`src/rtl/i2c_regwr_target.sv`:
```
module i2c_regwr_target #(
  parameter logic [6:0] DEV_ADDR = 7'h38,
  parameter logic [3:0] PAGE_W8  = 4'h0,
  parameter logic [3:0] PAGE_W16 = 4'h1,
  parameter logic [3:0] PAGE_W32 = 4'h2
) (
  input  logic        clk,
  input  logic        rst_n,
  input  logic        scl_i,
  input  logic        sda_i,
  output logic        sda_oe,
  output logic        wr_stb,
  output logic [15:0] wr_addr,
  output logic [31:0] wr_data,
  output logic [1:0]  wr_size
);

  typedef enum logic [1:0] {S_IDLE, S_RX, S_ACK, S_SKIP} st_t;

  logic [2:0]  scl_s, sda_s;
  st_t         st;
  logic [3:0]  bit_cnt;
  logic [7:0]  shreg;
  logic [2:0]  byte_idx;
  logic [15:0] addr_r;
  logic [31:0] data_r;
  logic [2:0]  need;
  logic        last_r;

  wire scl_q = scl_s[1];
  wire scl_p = scl_s[2];
  wire sda_q = sda_s[1];
  wire sda_p = sda_s[2];

  wire start_det = scl_q & scl_p & sda_p & ~sda_q;
  wire stop_det  = scl_q & scl_p & ~sda_p & sda_q;
  wire scl_rise  = scl_q & ~scl_p;
  wire scl_fall  = ~scl_q & scl_p;

  wire [2:0] data_no = byte_idx - 3'd2;

  function automatic logic [2:0] bytes_for(input logic [15:0] a);
    if (a[15:12] == PAGE_W8)       return 3'd1;
    else if (a[15:12] == PAGE_W16) return 3'd2;
    else if (a[15:12] == PAGE_W32) return 3'd4;
    else                           return 3'd0;
  endfunction

  always_ff @(posedge clk or negedge rst_n) begin
    if (!rst_n) begin
      scl_s <= 3'b111;
      sda_s <= 3'b111;
    end else begin
      scl_s <= {scl_s[1:0], scl_i};
      sda_s <= {sda_s[1:0], sda_i};
    end
  end

  always_ff @(posedge clk or negedge rst_n) begin
    if (!rst_n) begin
      st       <= S_IDLE;
      bit_cnt  <= '0;
      shreg    <= '0;
      byte_idx <= '0;
      addr_r   <= '0;
      data_r   <= '0;
      need     <= '0;
      last_r   <= 1'b0;
      sda_oe   <= 1'b0;
      wr_stb   <= 1'b0;
      wr_addr  <= '0;
      wr_data  <= '0;
      wr_size  <= '0;
    end else begin
      wr_stb <= 1'b0;
      if (start_det) begin
        st       <= S_RX;
        bit_cnt  <= '0;
        byte_idx <= '0;
        data_r   <= '0;
        last_r   <= 1'b0;
        sda_oe   <= 1'b0;
      end else if (stop_det) begin
        st     <= S_IDLE;
        sda_oe <= 1'b0;
        last_r <= 1'b0;
      end else begin
        case (st)
          S_RX: begin
            if (scl_rise && bit_cnt != 4'd8) begin
              shreg   <= {shreg[6:0], sda_q};
              bit_cnt <= bit_cnt + 4'd1;
            end else if (scl_fall && bit_cnt == 4'd8) begin
              bit_cnt <= '0;
              st      <= S_ACK;
              sda_oe  <= 1'b1;
              if (byte_idx != 3'd7) byte_idx <= byte_idx + 3'd1;
              case (byte_idx)
                3'd0: if (shreg != {DEV_ADDR, 1'b0}) begin
                  st     <= S_SKIP;
                  sda_oe <= 1'b0;
                end
                3'd1: addr_r[15:8] <= shreg;
                3'd2: begin
                  addr_r[7:0] <= shreg;
                  need        <= bytes_for({addr_r[15:8], shreg});
                end
                default: if (need != 3'd0) begin
                  data_r <= {data_r[23:0], shreg};
                  last_r <= (data_no == need);
                end
              endcase
            end
          end
          S_ACK: begin
            if (scl_fall) begin
              sda_oe <= 1'b0;
              if (last_r) begin
                wr_stb  <= 1'b1;
                wr_addr <= addr_r;
                wr_data <= data_r;
                wr_size <= (need == 3'd1) ? 2'd0 : (need == 3'd2) ? 2'd1 : 2'd2;
                last_r  <= 1'b0;
                st      <= S_SKIP;
              end else begin
                st <= S_RX;
              end
            end
          end
          default: ;
        endcase
      end
    end
  end

endmodule

```
`config.mk`:
```
export PLATFORM = sky130hd
export DESIGN_NAME = i2c_regwr_target
export DESIGN_NICKNAME = d
export VERILOG_FILES = /design/src/rtl/i2c_regwr_target.sv
export SDC_FILE = /design/constraint.sdc
export NUM_CORES = 1
export LEC_CHECK = 0
export BUFFER_PORTS_ARGS = -buffer_cell sky130_fd_sc_hd__buf_4
export CORE_MARGIN = 2
export CORE_UTILIZATION = 58
export CTS_CLUSTER_DIAMETER = 200
export CTS_CLUSTER_SIZE = 14
export DETAILED_ROUTE_END_ITERATION = 8
export PLACE_DENSITY = 0.78
export SLEW_MARGIN = 10
export SYNTH_ARGS = -nofsm -noshare
export SYNTH_HDL_FRONTEND = slang
export SYNTH_SLANG_ARGS = --single-unit
```
`constraint.sdc`:
```
create_clock -name clk -period 2.4 [get_ports clk]
set_input_delay 0.48 -clock clk [delete_from_list [all_inputs] [get_ports clk]]
set_output_delay 0.48 -clock clk [all_outputs]
set_load 0.02 [all_outputs]
```
==> qor.yml <==
ys_ff_latch: 127
yosys.area.top_type: "dfrtp_1"
drive_above_1_share_pct: 31.1
cts_buffers: 17
die_h_um: 99.9
yosysTopAreaCellShare_pct: 56.8
max_stage_delay_ps: 390
rsz0062_at_grt: "false"
routed_wl_um: 10800
yosysWarnings: 0
path_class: "reg -> reg"
synth-edff-count: 0
vias: 3532
rows: 34
dieWidth_um: 99.9
boundaryPins: 56
finalSetupViolCount: 0
area_growth_pct: 22.3
nNetsFinal: 529
place_hpwl_um: 6980
hold_class: "in -> reg"
endpoint_kind: "register"
grt_pass1_vias: 3717
worstSkewPairLatency_ps: 510
total_power_mw: 5.70
num_antenna_cells: 0
worstPathArrival_ps: 2530
ys_types: 46
grt.total_usage_pct: 24.0
skew_ps: 13.1
outcome: "finished clean"
h-tree-depth: 4
syn_inst: 452
grt_max_degree: 50
cts_tree: "done"
synth.net_count: 465
drt_pass1_iterations: 4
wl_per_cell_um: 16.9
core_um2: 8810
powerDensity_nw_per_um2: 874
synth_ff_type: "dfrtp_1"
fin_crit_ps: 2130
start_util_pct: 60.6
clockBufferDepth: 2
wl_met2_um: 5530
slew_viol_final: 0
p_leak_nw: 3.36
io_buffers: 55
postSynthAreaPerCell_um2: 11.8
gp_congestion: 0.837
viasPerCell: 5.55
top_layer_used: "met4"
tightest_slew_ps: 630
synth.yosys.seq_area_share_pct: 59.7
cts.sinks: 127
ant_nets: 0
fmax_mhz: 468
place_ws_ps: 291
path_max_fanout: 11
antenna_found_initial: 0
cts-resized-gates: 0
min_period_over_period_pct: 88.9
slew_headroom_pct: 58.0
grt-ovfl-total: 0
wl_met1_um: 4590
startpoint_type: "register"
syn_area_um2: 5340
worst_slack_ps: 265
wl_met3_um: 499
clock_tree.root_cell: "clkbuf_8"
grt_pass1_wl_um: 18600
dr.first_iter.drc_count: 145
slowest_stage: "dfrtp_1"
synth_area_leaders: "dfrtp_1 57%, mux2_2 12%, nand2_1 7.0%"
nFillCells: 593
path_cells: "inv_1 > ha_1 > and4bb_2 > nand4_4 > nor3b_2 > buf_4 > mux2_2"
clkTransAtPathRegs_ps: 60
drc: 0
cap_violations: 0
die-area_um2: 9980
irDropWorstVdd_mv: 0.484
fin_tns_setup_ps: 0
required_ps: 2790
async_reset_ff_share_pct: 100
hold_violations: 0
[cell families (layout without fill, tap and decap cells)]
kind of cell	Yosys count	in the layout	synth area share, %
simple gates	151	151	13.1
mux	78	78	16.0
xor+xnor	4	4	0.657
fa+ha+maj	9	9	2.11
buf+inv	45	121	3.71
compound gates	38	38	4.69
flops	127	127	59.7
[through the flow]
stage / cell area (µm²) / utilization, % / hold slack (ps) / std cells
floorplan: 5340 / - / 184 / 452
global placement: 5880 / 66.7 / 346 / 604
detailed placement: 5880 / 66.7 / 351 / 604
CTS: 6520 / 74.1 / 58.0 / 636
global route: 6520 / 74.1 / 47.4 / 636
finish: 6520 / 74.1 / 73.0 / 636
[synthesized netlist by cell type, types with 4 or more instances]
cell / number
dfrtp_1: 121
nand2_1: 100
mux2_2: 56
inv_1: 24
mux2i_1: 20
nor2_1: 20
o21ai_0: 20
ha_1: 9
clkbuf_1: 8
dfstp_2: 6
buf_2: 5
a22o_1: 4
buf_1: 4
nand2b_1: 4
[final timing paths]
path / startpoint / endpoint / slack (ps) / depth (start not counted)
min in group asynchronous: rst_n / wr_data[10]$_DFFE_PN0P_ / 480 / 2
worst max-delay path: bit_cnt[0]$_DFFE_PN0P_ / addr_r[3]$_DFFE_PN0P_ / 270 / 7
worst min-delay path: sda_i / sda_s[0]$_DFF_PN1_ / 70 / 1
worst max register to register: bit_cnt[0]$_DFFE_PN0P_ / addr_r[3]$_DFFE_PN0P_ / 270 / 7
max in group asynchronous: rst_n / scl_s[2]$_DFF_PN1_ / 1210 / 3
worst min register to register: sda_s[0]$_DFF_PN1_ / sda_s[1]$_DFF_PN1_ / 360 / 0
[state kept, by name, summed over array words and instances (netlist names)]
signal / flops
data_r: 32
wr_data: 32
addr_r: 16
wr_addr: 16
shreg: 8
bit_cnt: 4
byte_idx: 3
need: 3
scl_s: 3
sda_s: 3
st: 2
wr_size: 2
last_r: 1
sda_oe: 1
wr_stb: 1
[per-layer routing]
| layer | vias to the layer above | global-route usage, % |
|---|---|---|
| li1 | 1654 | - |
| met1 | 1773 | 30.7 |
| met2 | 90 | 40.4 |
| met3 | 15 | 6.34 |
| met4 | 0 | 7.69 |
| met5 | - | 0 |
[critical path, delay by kind of cell, from the launching register on]
family | cells | cell delay [ps]
AND/OR/NAND/NOR | 3 | 720
flip-flops | 1 | 390
multiplexers | 1 | 370
buffers and inverters | 2 | 350
adder cells (fa/ha/maj) | 1 | 180
[cells in the final DEF, fill, tap and decap left out, types with 3 or more instances in the layout]
| cell | instances |
|---|---|
| a21oi_1 | 3 |
| a22o_1 | 4 |
| buf_4 | 63 |
| bufinv_16 | 5 |
| clkbuf_16 | 16 |
| dfrtp_1 | 121 |
| dfstp_2 | 6 |
| ha_1 | 9 |
| inv_1 | 24 |
| mux2_2 | 56 |
| mux2i_1 | 20 |
| nand2_1 | 100 |
| nand2b_1 | 4 |
| nand3_1 | 3 |
| nand4b_1 | 3 |
| nor2_1 | 20 |
| nor2b_1 | 3 |
| o21ai_0 | 20 |
| xor2_1 | 3 |
[layout make-up]
cell class / count / area, µm² / share of cell area [%]
Clock buffer: 18 / 428 / 6.56
Inverter: 24 / 90.1 / 1.38
Timing Repair Buffer: 66 / 523 / 8.02
Multi-Input combinational cell: 280 / 1950 / 29.9
Clock inverter: 13 / 210 / 3.22
Tap cell: 108 / 135 / 2.07
Sequential cell: 127 / 3190 / 48.8
[report_power, final]
group	internal [mW]	switching [mW]
Combinational	0.218	0.306
Clock	1.82	0.938
Sequential	2.29	0.138
Total	4.32	1.38
[what timing repair did]
item                                    4_1_cts  5_1_grt
hold buffers                                  1        0
endpoints found under the setup margin        0        0
buffers inserted                              0        0
endpoints found under the hold margin        37        0
Note: power is estimated with default switching activity, not from simulation.
